`src/rtl/gpio_pkg.sv`:
```
package gpio_pkg;
   localparam int unsigned GPIO_ADDR_W = 4;

   typedef enum logic [GPIO_ADDR_W-1:0] {
      GP_DATA = 4'd0,
      GP_PIN  = 4'd1,
      GP_DIR  = 4'd2,
      GP_PULL = 4'd3,
      GP_POL  = 4'd4,
      GP_DRV  = 4'd5,
      GP_ODRN = 4'd6,
      GP_IEN  = 4'd7,
      GP_FLAG = 4'd8
   } gpio_reg_e;
endpackage

```
`src/rtl/gpio_pin_sync.sv`:
```
module gpio_pin_sync #(
   parameter int unsigned WIDTH  = 8,
   parameter int unsigned STAGES = 2
) (
   input  logic             clk,
   input  logic             rst_n,
   input  logic [WIDTH-1:0] async_in,
   output logic [WIDTH-1:0] sync_out
);
   localparam int unsigned LAST = STAGES - 1;

   if (STAGES < 2) begin : g_bad_stages
      $error("gpio_pin_sync: STAGES must be at least 2");
   end

   logic [WIDTH-1:0] chain [STAGES];

   always_ff @(posedge clk or negedge rst_n) begin
      if (!rst_n) begin
         for (int i = 0; i < STAGES; i++) chain[i] <= '0;
      end else begin
         chain[0] <= async_in;
         for (int i = 1; i < STAGES; i++) chain[i] <= chain[i-1];
      end
   end

   assign sync_out = chain[LAST];

   // the final stage always carries what the previous stage held one edge earlier
   assert_sync_order_R12: assert property (@(posedge clk) disable iff (!rst_n)
      1'b1 |=> (sync_out == $past(chain[LAST-1])));
endmodule

```
`src/rtl/gpio_edge_irq.sv`:
```
module gpio_edge_irq #(
   parameter int unsigned WIDTH = 8
) (
   input  logic             clk,
   input  logic             rst_n,
   input  logic [WIDTH-1:0] level,
   input  logic [WIDTH-1:0] pol,
   input  logic [WIDTH-1:0] ien,
   input  logic [WIDTH-1:0] clr,
   output logic [WIDTH-1:0] flags,
   output logic             irq
);
   logic [WIDTH-1:0] level_d;
   logic [WIDTH-1:0] hit;

   for (genvar b = 0; b < WIDTH; b++) begin : g_bit
      always_comb begin
         if (pol[b]) hit[b] = level[b] & ~level_d[b];
         else        hit[b] = ~level[b] & level_d[b];
      end
   end

   always_ff @(posedge clk or negedge rst_n) begin
      if (!rst_n) begin
         level_d <= '0;
         flags   <= '0;
      end else begin
         level_d <= level;
         flags   <= (flags & ~clr) | hit;
      end
   end

   assign irq = |(flags & ien);

   // flags not targeted by a clear survive to the next cycle
   assert_flag_hold_R8: assert property (@(posedge clk) disable iff (!rst_n)
      1'b1 |=> ((flags & $past(flags & ~clr)) == $past(flags & ~clr)));

   // a detected edge wins over a same-cycle clear
   assert_edge_wins_R9: assert property (@(posedge clk) disable iff (!rst_n)
      (|(hit & clr)) |=> ((flags & $past(hit & clr)) == $past(hit & clr)));
endmodule

```
`src/rtl/gpio_port.sv`:
```
module gpio_port
   import gpio_pkg::*;
#(
   parameter int unsigned WIDTH        = 8,
   parameter int unsigned SYNC_STAGES  = 2,
   parameter bit          HAS_OPENDRN  = 1'b1
) (
   input  logic                   clk,
   input  logic                   rst_n,
   input  logic                   reg_we,
   input  logic [GPIO_ADDR_W-1:0] reg_waddr,
   input  logic [WIDTH-1:0]       reg_wdata,
   input  logic [GPIO_ADDR_W-1:0] reg_raddr,
   output logic [WIDTH-1:0]       reg_rdata,
   input  logic [WIDTH-1:0]       pad_in,
   output logic [WIDTH-1:0]       pad_out,
   output logic [WIDTH-1:0]       pad_oe,
   output logic [WIDTH-1:0]       pad_pull_en,
   output logic [WIDTH-1:0]       pad_pull_dn,
   output logic [WIDTH-1:0]       pad_low_drive,
   output logic                   irq
);
   if (WIDTH < 1 || WIDTH > 32) begin : g_bad_width
      $error("gpio_port: WIDTH must lie in 1..32");
   end

   logic [WIDTH-1:0] out_q, dir_q, pull_q, pol_q, drv_q, ien_q, odrn_q;
   logic [WIDTH-1:0] pin_sync, flags, clr_mask;

   function automatic logic hit(input logic [GPIO_ADDR_W-1:0] a, input gpio_reg_e r);
      return reg_we && (a == r);
   endfunction

   always_ff @(posedge clk or negedge rst_n) begin
      if (!rst_n) begin
         out_q  <= '0;
         dir_q  <= '0;
         pull_q <= '0;
         pol_q  <= '0;
         drv_q  <= '0;
         ien_q  <= '0;
      end else begin
         if (hit(reg_waddr, GP_DATA)) out_q  <= reg_wdata;
         if (hit(reg_waddr, GP_DIR))  dir_q  <= reg_wdata;
         if (hit(reg_waddr, GP_PULL)) pull_q <= reg_wdata;
         if (hit(reg_waddr, GP_POL))  pol_q  <= reg_wdata;
         if (hit(reg_waddr, GP_DRV))  drv_q  <= reg_wdata;
         if (hit(reg_waddr, GP_IEN))  ien_q  <= reg_wdata;
      end
   end

   if (HAS_OPENDRN) begin : g_odrn
      always_ff @(posedge clk or negedge rst_n) begin
         if (!rst_n)                  odrn_q <= '0;
         else if (hit(reg_waddr, GP_ODRN)) odrn_q <= reg_wdata;
      end
   end else begin : g_no_odrn
      assign odrn_q = '0;
   end

   assign clr_mask = hit(reg_waddr, GP_FLAG) ? reg_wdata : '0;

   gpio_pin_sync #(.WIDTH(WIDTH), .STAGES(SYNC_STAGES)) u_sync (
      .clk      (clk),
      .rst_n    (rst_n),
      .async_in (pad_in),
      .sync_out (pin_sync)
   );

   gpio_edge_irq #(.WIDTH(WIDTH)) u_irq (
      .clk   (clk),
      .rst_n (rst_n),
      .level (pin_sync),
      .pol   (pol_q),
      .ien   (ien_q),
      .clr   (clr_mask),
      .flags (flags),
      .irq   (irq)
   );

   assign pad_out       = out_q;
   assign pad_oe        = dir_q & ~(odrn_q & out_q);
   assign pad_pull_en   = pull_q & ~dir_q;
   assign pad_pull_dn   = pol_q;
   assign pad_low_drive = drv_q;

   always_comb begin
      case (reg_raddr)
         GP_DATA: reg_rdata = (out_q & dir_q) | (pin_sync & ~dir_q);
         GP_PIN:  reg_rdata = pin_sync;
         GP_DIR:  reg_rdata = dir_q;
         GP_PULL: reg_rdata = pull_q;
         GP_POL:  reg_rdata = pol_q;
         GP_DRV:  reg_rdata = drv_q;
         GP_ODRN: reg_rdata = odrn_q;
         GP_IEN:  reg_rdata = ien_q;
         GP_FLAG: reg_rdata = flags;
         default: reg_rdata = '0;
      endcase
   end

   // an open-drain pin never actively drives a high level
   assert_odrn_no_high_R3: assert property (@(posedge clk) disable iff (!rst_n)
      ((pad_oe & pad_out & odrn_q) == '0));

   // pulls stay off on pins configured as outputs
   assert_pull_off_out_R4: assert property (@(posedge clk) disable iff (!rst_n)
      ((pad_pull_en & dir_q) == '0));

   // with every enable cleared the combined interrupt stays low
   assert_irq_masked_R10: assert property (@(posedge clk) disable iff (!rst_n)
      (ien_q == '0) |-> !irq);

   // nothing is driven in the first cycle after reset
   assert_reset_quiet_R1: assert property (@(posedge clk) disable iff (!rst_n)
      $rose(rst_n) |-> (pad_oe == '0));
endmodule

```
`config.mk`:
```
export PLATFORM = sky130hd
export DESIGN_NAME = gpio_port
export DESIGN_NICKNAME = d
export VERILOG_FILES = /design/src/rtl/gpio_pkg.sv /design/src/rtl/gpio_pin_sync.sv /design/src/rtl/gpio_edge_irq.sv /design/src/rtl/gpio_port.sv
export SDC_FILE = /design/constraint.sdc
export NUM_CORES = 1
export LEC_CHECK = 0
export BUFFER_PORTS_ARGS = -buffer_cell sky130_fd_sc_hd__buf_4
export CAP_MARGIN = 25
export CORE_MARGIN = 2
export CORE_UTILIZATION = 38
export DETAILED_ROUTE_END_ITERATION = 7
export MAX_ROUTING_LAYER = met4
export PLACE_DENSITY = 0.63
export SLEW_MARGIN = 10
export SYNTH_ARGS = -nofsm -noshare
export SYNTH_HDL_FRONTEND = slang
export SYNTH_SLANG_ARGS = --single-unit
```
`constraint.sdc`:
```
create_clock -name clk -period 2.45 [get_ports clk]
set_clock_uncertainty 0.2 [all_clocks]
set_input_delay 0.3675 -clock clk [delete_from_list [all_inputs] [get_ports clk]]
set_output_delay 0.3675 -clock clk [all_outputs]
set_load 0.005 [all_outputs]
```
-- Yosys cells after proc, flatten, opt, wreduce, memory -nomap -nowiden
Index checks and enable logic that the tools add are counted.
- bits in registers: 88
- bits of input ports: 27
- output and inout bits: 49
- word-level logic and storage cells: 91
- equality and inequality tests: 15
- muxes and demuxes: 10
- bitwise gates (word level): 44
- reductions and logical operators: 11
- operators with widths (operator ; count):
    one-hot mux 8 bit (9 select lines) ; 1
    bitwise AND 8 bit ; 7
    equality test 4 x 3 -> 1 bit, second input constant ; 8
    NOT 8 bit ; 3
    bitwise AND 1 bit ; 16
    equality test 4 x 2 -> 1 bit, second input constant ; 4
    NOT 1 bit ; 16
    bitwise OR 8 bit ; 2
    equality test 4 bit, second input constant ; 2
    logical AND 1 bit ; 8
    logical NOT 4 bit ; 2
    two-way mux 1 bit ; 8
    two-way mux 8 bit ; 1
    OR reduction 8 bit ; 1
    equality test 4 x 1 -> 1 bit, second input constant ; 1

-- Depth between registers and ports, before layout
Gate-level depths: netlist of run 1.
- depth in word-level cells: 6
- mapped depth: 6
- depth with buffers taken out: 4

-- Hierarchy
Synthesis of run 1 repeated with hierarchy kept, for this count alone.
- cell total of the unflattened synthesis: 344
- area, all modules: 4211.5 um^2
- by module, submodules not included (module ; instances ; cells an instance ; area an instance (um^2) ; seq. area each (um^2)):
    gpio_port ; 1 ; 267 ; 3113.0 ; 1401.3
    gpio_edge_irq ; 1 ; 53 ; 638.1 ; 400.4
    gpio_pin_sync ; 1 ; 24 ; 460.4 ; 400.4

-- Worst setup path after synthesis of run 1
OpenSTA, ideal clock, no wires.
- path kind: in2out
- from: in reg_raddr[2]
- to: out reg_rdata[5]
- arrival: 1460 ps
- data required time: 1882 ps
- path slack: 423 ps
- cell stages on the path: 5
- path buffers: 2
- cells stage by stage: buf_2 > buf_2 > mux2_2 > a221oi_1 > nand3_1
- longest elaborated chain between the ends: 2
- elaborated cells between the ends (all ways): 10
- classes of those cells: eq/ne: 8; mux: 1; reduce/logical: 1
- ends and longest elaborated chain (item ; RTL line ; RTL):
    start, declared ; gpio_port.sv:13 ; input logic [GPIO_ADDR_W-1:0] reg_raddr,
    equality test 4 bit, or another cell as far along ; gpio_port.sv:88 ; case (reg_raddr)
    one-hot mux 8 bit (9 select lines) * ; gpio_port.sv:88 ;
    end, declared ; gpio_port.sv:14 ; output logic [WIDTH-1:0] reg_rdata,
Mark *: on every way between the ends. The rest lies on a longest branch, timed or not.

-- Worst setup path in the final report of run 1
- from: reg dir_q[3]
- to: out reg_rdata[3]
- longest elaborated chain between the ends: 4
- elaborated cells between the ends (all ways): 5
- classes of those cells: mux: 1; bitwise: 4
- ends and longest elaborated chain (item ; RTL line ; RTL):
    start, declared ; gpio_port.sv:27 ; logic [WIDTH-1:0] out_q, dir_q, pull_q, pol_q, drv_q, ien_q, odrn_q;
    start signal, assigned ; gpio_port.sv:44 ; if (hit(reg_waddr, GP_DIR)) dir_q <= reg_wdata;
    NOT 8 bit ; gpio_port.sv:89 ; GP_DATA: reg_rdata = (out_q & dir_q) | (pin_sync & ~dir_q);
    bitwise AND 8 bit ; gpio_port.sv:89 ;
    bitwise OR 8 bit ; gpio_port.sv:89 ;
    one-hot mux 8 bit (9 select lines) * ; gpio_port.sv:88 ;
Marked as above.

==> summary.md, run 1 <==
| Metric | Value |
|---|---|
| R2R Path Start | `u_sync.sync_out[7]` |
| Fin. Hold Viols | `0` |
| Clock network fraction of total power | `0.275` |
| Post-layout min period | `2.45 ns` |
| DRT Pass-1 Iters | `6` |
| # DRC | `0` |
| Syn Std Cell Area | `4190 um^2` |
| Placed instance area | `4950 um^2` |
| Setup Crit Path Kind | `reg2out` |
| FILL cells | `1009` |
| Period utilisation layout | `0.999` |
| Final Max Tran Viols | `0` |
| Vias per cell | `5.26` |
| FF-to-FF path depth | `3` |
| Slew @ Worst Pin | `0.744 ns` |
| DRT Wirelength | `10.5 mm` |
| Min-delay src | `reg_wdata[5]` |
| Max VDD drop | `0.612 mV` |
| Clk slew on worst S/H paths | `0.08 ns` |
| Crit end category | `output port` |
| Setup violators final | `0` |
| Pwr Total | `0.00400 W` |
| CP arrival | `1.88 ns` |
| Internal | `0.00290 W` |
| Post-synth EDFFs | `0` |
| Top FF cell, synth | `dfrtp_1` |
| Worst EP required | `1.88 ns` |
| Synth async-reset ratio | `1.00` |
| FF+latch area | `2200 um^2` |
| Pre-CTS setup slack | `0.151 ns` |
| Share of the synthesized area in the top cell type | `0.526` |
| Clock sinks | `88` |
| Worst-Skew Late Latency | `0.37 ns` |
| Synth Register Bits | `88` |
| GP Congestion | `0.870` |
| CTS tree | `yes` |
| Switching component of the power | `0.00110 W` |
| Die Ht | `109 um` |
| Leak | `2.38 nW` |
| Layout area overhead | `25.6%` |
| Mapped Cells | `345` |
| Hold Path Sink | `pad_pull_dn[5]` |
| Global Route Usage Sum | `0.197` |
| GR Layer Usage met2 | `0.293` |
| Syn_area_per_cell | `12.1 um^2` |
| Post-DR wirelength/cell | `18.0 um` |
| Critical Path Fanout Max | `6` |
| GRT Max-Usage Layer | `met2` |
| Num rows | `38` |
| CP startpoint kind | `flop` |
| Status | `completed` |
| Largest net degree at the start of global routing | `45` |
| Sequential area share after synthesis | `0.526` |
| Yosys warnings | `0` |
| Iteration-0 DRC Markers | `129` |
| # IOs | `76` |
| Max-Cap Viols | `0` |
| H-tree Lvls | `3` |
| HPWL Detailed | `7.44 mm` |
| CORE AREA | `10800 um^2` |
| Antenna-violating nets left | `0` |
| Reg-to-reg endpoint | `u_irq.flags[7]` |
| Share of cells above drive strength 1 | `0.379` |
| Initial antenna violation count | `0` |
| Die Area | `11900 um^2` |
| Met1 Usage GRT | `0.272` |
| Peak Freq | `409 MHz` |
| Yosys top cell by area | `dfrtp_1` |
| Die Width | `109 um` |
| Final Core Density | `0.487` |
| Crit path from | `dir_q[3]` |
| Combinational power share | `0.239` |
| Area of the multi-input gates | `1890 um^2` |
| First-pass GRT wire length | `16.8 mm` |
| Power per cell area | `762 nW/um^2` |
| RSZ-0062 raised after global routing | `yes` |
| Starting Density | `0.388` |
| Clock Root Buffer | `clkbuf_8` |
| Hold Crit Depth | `2` |
| M3 GR Usage | `0.0406` |
| Clock buffer count from CTS | `9` |
| DR vias | `3066` |
| Max-Slew Margin vs Limit | `0.504` |
| Vias in the first global route | `3032` |
| Number of setup buffers added after CTS | `0` |
| Net Sw Frac | `0.275` |
| Fin area | `5260 um^2` |
| Diodes inserted | `0` |
| Final net count | `465` |
| Internal reg-to-reg setup slack | `1.31 ns` |
| Cells taking the most area after synthesis | `dfrtp_1 (53%), mux2_2 (12%), mux2_4 (5.7%), mux2i_1 (3.6%), nand2_1 (2.9%)` |
| Part of the power in registers | `0.486` |
| Global route total overflow | `0` |
| Fin worst setup slack | `0.00272 ns` |
| Yosys cell types | `50` |
| Min-Delay Path Class | `in2reg` |
| CTS Buffer Depth | `2` |
| Synthesized Nets | `372` |
| Buffers added on ports | `75` |
[power by group through the flow]
| stage | sequential, W | clock, W | combinational [W] |
|---|---|---|---|
| finish | 0.00195 | 0.00110 | 0.000959 |
| global route | 0.00199 | 0.00119 | 0.00105 |
| CTS | 0.00195 | 0.00113 | 0.000975 |
| detailed placement | 0.00197 | 0 | 0.000960 |
| global placement | 0.00197 | 0 | 0.000942 |
| floorplan | 0.00190 | 0 | 0.000511 |
[repair_timing]
action                                  CTS  global route
endpoints found under the hold margin    69             0
resized for setup                         0             1
endpoints found under the setup margin    0             2
hold buffers                              9             0
[state kept, by name, summed over array words and instances (netlist names)]
register         flops
pull_q               8
u_sync.chain         8
u_sync.sync_out      8
dir_q                8
pad_out              8
pad_pull_dn          8
odrn_q               8
ien_q                8
u_irq.flags          8
pad_low_drive        8
u_irq.level_d        8
[final cells by class]
cell class                      count  share of cell area
Multi-Input combinational cell    239               0.360
Inverter                            3             0.00214
Clock buffer                       13              0.0283
Timing Repair Buffer               97               0.145
Clock inverter                      3              0.0124
Sequential cell                    88               0.419
Tap cell                          140              0.0333
[placed cells by master (no fill, tap or decap), drive strengths merged, types with 7 or more instances in the layout]
cell and count:
mux2 61, buf 88, nor2b 13, o21ai 12
nor2 22, mux2i 15, nand2 32, a21boi 8
a21oi 11, dlygate4sd3 9, clkbuf 13, dfrtp 88
a21o 7
[per-layer routing]
layer | routed length, um | up-vias
li1 | - | 1443
met1 | 4930 | 1532
met2 | 4920 | 79
met3 | 518 | 12
met4 | 136 | 0
met5 | 0 | -
[metrics by stage]
stage	instances	hold slack (ns)	setup TNS, ns
finish	583	0.0921	0
global route	583	0.0899	-0.0600
CTS	583	0.0760	0
detailed placement	558	0.0718	0
global placement	558	0.0725	0
floorplan	345	-0.128	0
[synthesized netlist by cell type (2+ instances only)]
master     n
nor3_1     6
nand3b_1   2
buf_2      7
a22oi_1    6
a21o_1     7
buf_4      3
nor3b_1    3
nor2b_1   13
nand2_1   32
nand3_1    5
mux2_4    16
mux2i_1   15
or3_1      2
nor2_1    21
dfrtp_1   88
a21oi_1   11
inv_1      3
mux2_2    45
nor3b_4    2
o21ai_0   12
clkbuf_1   4
a21boi_0   8
and3_1     4
o221ai_1   2
a221oi_1   3
[cell families (layout without fill, tap and decap cells)]
group / count (synthesis) / after routing / synth area share
AO/OA/AOI/OAI: 63 / 63 / 0.104
buffers and inverters: 18 / 116 / 0.0227
flip-flops: 88 / 88 / 0.526
multiplexers: 77 / 77 / 0.220
AND/OR/NAND/NOR: 99 / 99 / 0.127
[worst max path at each step]
stage                     slack, ns  cells past startpoint           end
after global routing          -0.06                      5  reg_rdata[3]
final                         0.003                      5  reg_rdata[3]
after floorplan                0.42                      5  reg_rdata[5]
after CTS                     0.002                      5  reg_rdata[3]
after detailed placement       0.15                      6  reg_rdata[0]
after global placement         0.17                      6  reg_rdata[0]
[critical path: stages (launching register included)]
cell and delay [ns]:
dfrtp_1 0.44, or4b_1 0.47, o221ai_1 0.08, a222oi_1 0.09, o22ai_1 0.27, buf_4 0.17
Power figures use the tool's default switching activity.
==> run 2: changes to the inputs <==
--- a/config.mk
+++ b/config.mk
@@ -12,5 +12,5 @@
 export DETAILED_ROUTE_END_ITERATION = 7
 export MAX_ROUTING_LAYER = met4
-export PLACE_DENSITY = 0.63
+export PLACE_DENSITY = 0.65
 export SLEW_MARGIN = 10
 export SYNTH_ARGS = -nofsm -noshare
==> constraint.sdc (replaced) <==
create_clock -name clk -period 2 [get_ports clk]
set_clock_uncertainty 0.2 [all_clocks]
set_input_delay 0.2 -clock clk [delete_from_list [all_inputs] [get_ports clk]]
set_output_delay 0.2 -clock clk [all_outputs]
set_load 0.005 [all_outputs]
==> summary.md, run 2 (synthesized netlist as in run 1, its figures left out) <==
| Metric | Value |
|---|---|
| RSZ-0062 raised after global routing | `yes` |
| Layout area overhead | `34.0%` |
| Min-Delay Path Class | `in2async` |
| Die Width | `109 um (unchanged)` |
| Internal reg-to-reg setup slack | `0.85 ns (-0.46 ns)` |
| Clock buffer count from CTS | `9 (unchanged)` |
| Fin. Hold Viols | `0 (unchanged)` |
| CTS tree | `yes` |
| Switching component of the power | `0.00138 W (+25%)` |
| Post-DR wirelength/cell | `17.8 um (-1.2%)` |
| Diodes inserted | `0 (unchanged)` |
| DRT Wirelength | `11.0 mm (+4.6%)` |
| DR vias | `3251 (+6.0%)` |
| First-pass GRT wire length | `17.6 mm (+5.2%)` |
| Starting Density | `0.388 (unchanged)` |
| Clock sinks | `88 (unchanged)` |
| Failing checks | `setup timing` |
| Worst-Skew Late Latency | `0.36 ns (about the same)` |
| CORE AREA | `10800 um^2 (unchanged)` |
| Post-layout min period | `2.21 ns` |
| Fin area | `5610 um^2 (+6.7%)` |
| Clock Root Buffer | `clkbuf_8` |
| H-tree Lvls | `3 (unchanged)` |
| Most frequent cells in the layout | `buf_4 (115), dfrtp_1 (87), mux2_2 (44)` |
| Antenna-violating nets left | `0 (unchanged)` |
| DRT Pass-1 Iters | `4 (-2)` |
| Final Hold Slack | `0.0731 ns (-0.0190 ns)` |
| Final Max Tran Viols | `0 (unchanged)` |
| # DRC | `0 (unchanged)` |
| Combinational power share | `0.271 (+0.032)` |
| Internal | `0.00365 W (+26%)` |
| Die Ht | `109 um (unchanged)` |
| Critical Path Fanout Max | `2 (-4)` |
| Worst EP required | `1.60 ns (-0.28 ns)` |
| Num rows | `38 (unchanged)` |
| Net Sw Frac | `0.274 (-0.000990)` |
| Die Area | `11900 um^2 (unchanged)` |
| Setup violators final | `2 (+2)` |
| GP Congestion | `0.862 (-0.92%)` |
| Max-Slew Margin vs Limit | `0.697 (+0.193)` |
| Placed instance area | `5040 um^2 (+1.8%)` |
| CP startpoint kind | `flop` |
| FILL cells | `966 (-4.3%)` |
| Period utilisation layout | `1.10` |
| Status | `complete, but fails checks` |
| # IOs | `76 (unchanged)` |
| HPWL Detailed | `7.85 mm (+5.5%)` |
| CTS Buffer Depth | `2 (unchanged)` |
| Peak Freq | `453 MHz` |
| Largest net degree at the start of global routing | `46 (+2.2%)` |
| Fin worst setup slack | `-0.209 ns (-0.212 ns)` |
| Leak | `2.56 nW (+7.7%)` |
| Most common cell after layout, fill and taps aside | `buf_4` |
| Max-Cap Viols | `0 (unchanged)` |
| Clock network fraction of total power | `0.261 (-0.014)` |
| Final net count | `501 (+7.7%)` |
| Final Core Density | `0.519 (+0.0326)` |
| Power per cell area | `898 nW/um^2 (+18%)` |
| Part of the power in registers | `0.468 (-0.018)` |
| Vias per cell | `5.27 (+0.19%)` |
| Share of cells above drive strength 1 | `0.436 (+0.0568)` |
| Setup Crit Path Kind | `reg2out` |
| Clk slew on worst S/H paths | `0.08 ns (about the same)` |
| CP arrival | `1.81 ns (-0.07 ns)` |
| Slew @ Worst Pin | `0.451 ns (-0.293 ns)` |
| Global Route Usage Sum | `0.205 (+0.00805)` |
| Max VDD drop | `0.518 mV (-15%)` |
| Global route total overflow | `0 (unchanged)` |
| Vias in the first global route | `3307 (+9.1%)` |
| Crit end category | `output port` |
| Initial antenna violation count | `0 (unchanged)` |
| Buffers added on ports | `75 (unchanged)` |
| Iteration-0 DRC Markers | `186 (+44%)` |
[run 2: cell count changes in the layout (fill, tap and decap cells not counted), sizes merged]
cell and delta:
dlygate4sd3 +8, clkinv -1, clkinvlp +1, clkbuf -2, buf +28
[run 2: worst max-delay path, stage by stage (launching register included)]
cell and delay (ns):
dfrtp_1 0.39, or4b_1 0.48, o221ai_2 0.07, a222oi_1 0.09, o22ai_1 0.25, buf_4 0.16
[run 2: path summary, 6_finish.rpt]
path                                       to          startpoint  depth (start not counted)
setup / recovery                 reg_rdata[3]            dir_q[3]                          5
max in group asynchronous      u_irq.flags[2]               rst_n                          3
hold / removal                 u_irq.flags[1]               rst_n                          2
setup reg to reg               u_irq.flags[7]  u_sync.sync_out[7]                          3
min in group clk           u_sync.sync_out[4]    u_sync.chain[12]                          0
hold reg to reg            u_sync.sync_out[4]    u_sync.chain[12]                          0
[run 2: layer usage]
metal  up-vias  track usage  part of all wire
met5         -            -                 0
met4         0       0.0687             0.019
met3        16       0.0442             0.061
met2        97        0.312              0.47
met1      1625        0.274              0.45
li1       1513            -                 -
[run 2: cell type report]
type | count | area [um^2] | share of cell area
clock buffer | 11 | 141 | 0.0252
clock inverter | 3 | 67.6 | 0.0121
inverter | 3 | 11.3 | 0.00201
multi-input combinational | 239 | 1950 | 0.349
sequential | 88 | 2200 | 0.393
tap | 140 | 175 | 0.0312
timing repair buffer | 133 | 1050 | 0.188
[run 2: repair_timing]
action	in CTS	in global routing
endpoints found under the hold margin	160	0
hold buffers	17	0
setup buffers	10	6
gates resized for setup	7	8
pin swaps	6	7
endpoints found under the setup margin	7	7
[run 2: power groups by stage]
| stage | Clock, W | Combinational [W] | Sequential (W) |
|---|---|---|---|
| 3_3_place_gp | 0 | 0.00117 | 0.00240 |
| 4_1_cts | 0.00136 | 0.00133 | 0.00235 |
| 2_1_floorplan | 0 | 0.000626 | 0.00233 |
| 5_1_grt | 0.00143 | 0.00150 | 0.00240 |
| 6_report | 0.00131 | 0.00136 | 0.00236 |
| 3_5_place_dp | 0 | 0.00119 | 0.00241 |
[run 2: metrics by stage]
step                setup TNS, ns  total power [W]  instances  setup WS, ns
finish                     -0.243          0.00504        617        -0.209
floorplan                       0          0.00295        345         0.308
global placement                0          0.00357        570        0.0999
global route               -0.504          0.00533        617        -0.248
detailed placement              0          0.00361        570         0.102
CTS                        -0.336          0.00504        611        -0.197
==> run 3: changes to the inputs <==
==> constraint.sdc (replaced) <==
create_clock -name clk -period 2 [get_ports clk]
set_clock_uncertainty 0.2 [all_clocks]
set_input_delay 0.3 -clock clk [delete_from_list [all_inputs] [get_ports clk]]
set_output_delay 0.3 -clock clk [all_outputs]
set_load 0.005 [all_outputs]
==> summary.md, run 3 (synthesized netlist as in run 1, its figures left out) <==
| Metric | Value |
|---|---|
| FF-to-FF path depth | `4 (+1)` |
| Antenna-violating nets left | `0 (unchanged)` |
| Worst-Skew Late Latency | `0.37 ns (about the same)` |
| Internal reg-to-reg setup slack | `0.76 ns (-0.09 ns)` |
| M1 WL | `5.14 mm (+3.6%)` |
| Final Core Density | `0.537 (+0.0176)` |
| Critical Path Fanout Max | `2 (unchanged)` |
| Hold Path Sink | `dir_q[5]` |
| Vias per cell | `5.18 (-1.6%)` |
| RSZ-0062 raised after global routing | `yes` |
| Routed length on met2 | `5.33 mm (+3.5%)` |
| CTS tree | `yes` |
| R2R Path Start | `u_sync.sync_out[7]` |
| Crit end category | `output port` |
| Die Area | `11900 um^2 (unchanged)` |
| Vias in the first global route | `3367 (+1.8%)` |
| DRT Wirelength | `11.3 mm (+2.9%)` |
| Die Width | `109 um (unchanged)` |
| Final Max Tran Viols | `0 (unchanged)` |
| Starting Density | `0.388 (unchanged)` |
| H-tree Lvls | `3 (unchanged)` |
| Layout area overhead | `38.5%` |
| Diodes inserted | `0 (unchanged)` |
| # IOs | `76 (unchanged)` |
| Global route total overflow | `0 (unchanged)` |
| Most common cell after layout, fill and taps aside | `buf_4` |
| Min-delay src | `reg_wdata[5]` |
| Period utilisation layout | `1.13 (+0.0271)` |
| Slew @ Worst Pin | `0.405 ns (-0.0451 ns)` |
| Setup TNS | `-0.693 ns (-0.450 ns)` |
| Buffers added on ports | `75 (unchanged)` |
| CP arrival | `1.76 ns (-0.05 ns)` |
| GP Congestion | `0.895 (+3.8%)` |
| Initial antenna violation count | `0 (unchanged)` |
| Share of cells above drive strength 1 | `0.483 (+0.0467)` |
| Setup Crit Path Kind | `reg2out` |
| Max VDD drop | `0.567 mV (+9.5%)` |
| DRT Pass-1 Iters | `4 (unchanged)` |
| Leak | `2.68 nW (+4.5%)` |
| Max-Slew Margin vs Limit | `0.728 (+0.0303)` |
| Reg-to-reg endpoint | `u_irq.flags[7]` |
| CTS Buffer Depth | `2 (unchanged)` |
| Hold Crit Depth | `2` |
| Peak Freq | `442 MHz (-2.4%)` |
| Fin. Hold Viols | `0 (unchanged)` |
| Num rows | `38 (unchanged)` |
| Post-Layout Cell Count | `633 (+2.6%)` |
| Met3 WL | `579 um (-14%)` |
| Iteration-0 DRC Markers | `183 (-1.6%)` |
| Worst EP required | `1.50 ns (-0.10 ns)` |
| Setup violators final | `6 (+4)` |
| # DRC | `0 (unchanged)` |
| Fin worst setup slack | `-0.263 ns (-0.0543 ns)` |
| Failing checks | `setup timing` |
| Power per cell area | `909 nW/um^2 (+1.1%)` |
| CP startpoint kind | `flop` |
| DR vias | `3282 (+0.95%)` |
| Die Ht | `109 um (unchanged)` |
| Clock Root Buffer | `clkbuf_8` |
| Clock buffer count from CTS | `9 (unchanged)` |
| Top Metal Used | `met4` |
| Clock sinks | `88 (unchanged)` |
| Status | `complete, but fails checks` |
| Most frequent cells in the layout | `buf_4 (134), dfrtp_1 (88), mux2_2 (41)` |
| Min-Delay Path Class | `in2reg` |
| Post-DR wirelength/cell | `17.9 um (+0.28%)` |
| Pre-CTS setup slack | `-0.0615 ns (-0.164 ns)` |
| First-pass GRT wire length | `17.6 mm (unchanged)` |
| Max-Cap Viols | `0 (unchanged)` |
| Largest net degree at the start of global routing | `43 (-6.5%)` |
| HPWL Detailed | `8.11 mm (+3.3%)` |
| CORE AREA | `10800 um^2 (unchanged)` |
| Final net count | `515 (+2.8%)` |
| Post-layout min period | `2.26 ns (+0.0543 ns)` |
| Clk slew on worst S/H paths | `0.09 ns (about the same)` |
| Placed insts | `590 (+3.5%)` |
| Global Route Usage Sum | `0.206 (+0.00102)` |
run 3: cell type report:
class	instances	area [um^2]
multi-input combinational	239	2000
inverter	3	11.3
timing repair buffer	147	1170
clock inverter	7	120
tap	140	175
clock buffer	9	124
sequential	88	2200
fill	922	5000
run 3: per-layer routing:
layer | vias to the layer above | global-route usage
met4 | 0 | 0.0678
met2 | 92 | 0.308
met5 | - | -
met1 | 1635 | 0.274
li1 | 1535 | -
met3 | 20 | 0.0544
run 3: worst max path at each step:
| stage | to | slack (ns) | start | cells past startpoint |
|---|---|---|---|---|
| after CTS | reg_rdata[3] | -0.27 | dir_q[3] | 5 |
| after detailed placement | reg_rdata[4] | -0.06 | reg_raddr[0] | 6 |
| after floorplan | reg_rdata[5] | 0.11 | reg_raddr[2] | 5 |
| final | reg_rdata[3] | -0.26 | dir_q[3] | 5 |
| after global routing | reg_rdata[3] | -0.39 | dir_q[3] | 6 |
| after global placement | reg_rdata[4] | -0.04 | reg_raddr[0] | 6 |
run 3: power breakdown:
part	leakage, nW	internal [W]	switching, W
Combinational	1.52	0.000894	0.000530
Sequential	1.04	0.00208	0.000284
Clock	0.119	0.000831	0.000652
Total	2.68	0.00380	0.00147
run 3: repair_timing:
action                                  in CTS  in global routing
pin swaps                                    8                  4
resized for setup                           16                  9
endpoints found under the setup margin       8                  8
buffers inserted                            16                  2
hold buffers                                 9                  0
hold endpoints to repair                    37                  0
run 3: worst max-delay path: stages, from the launching register on:
cell and delay (ns):
dfrtp_1 0.39, or4b_4 0.48, o221ai_2 0.07, a222oi_1 0.09, o22ai_1 0.22, buf_4 0.15
run 3: per-stage QoR:
stage | power, W | hold slack (ns) | area [um^2]
global route | 0.00555 | 0.0138 | 5800
CTS | 0.00529 | 0.00601 | 5740
finish | 0.00527 | 0.0231 | 5800
global placement | 0.00361 | 0.0544 | 5220
detailed placement | 0.00365 | 0.0629 | 5220
floorplan | 0.00295 | -0.196 | 4190
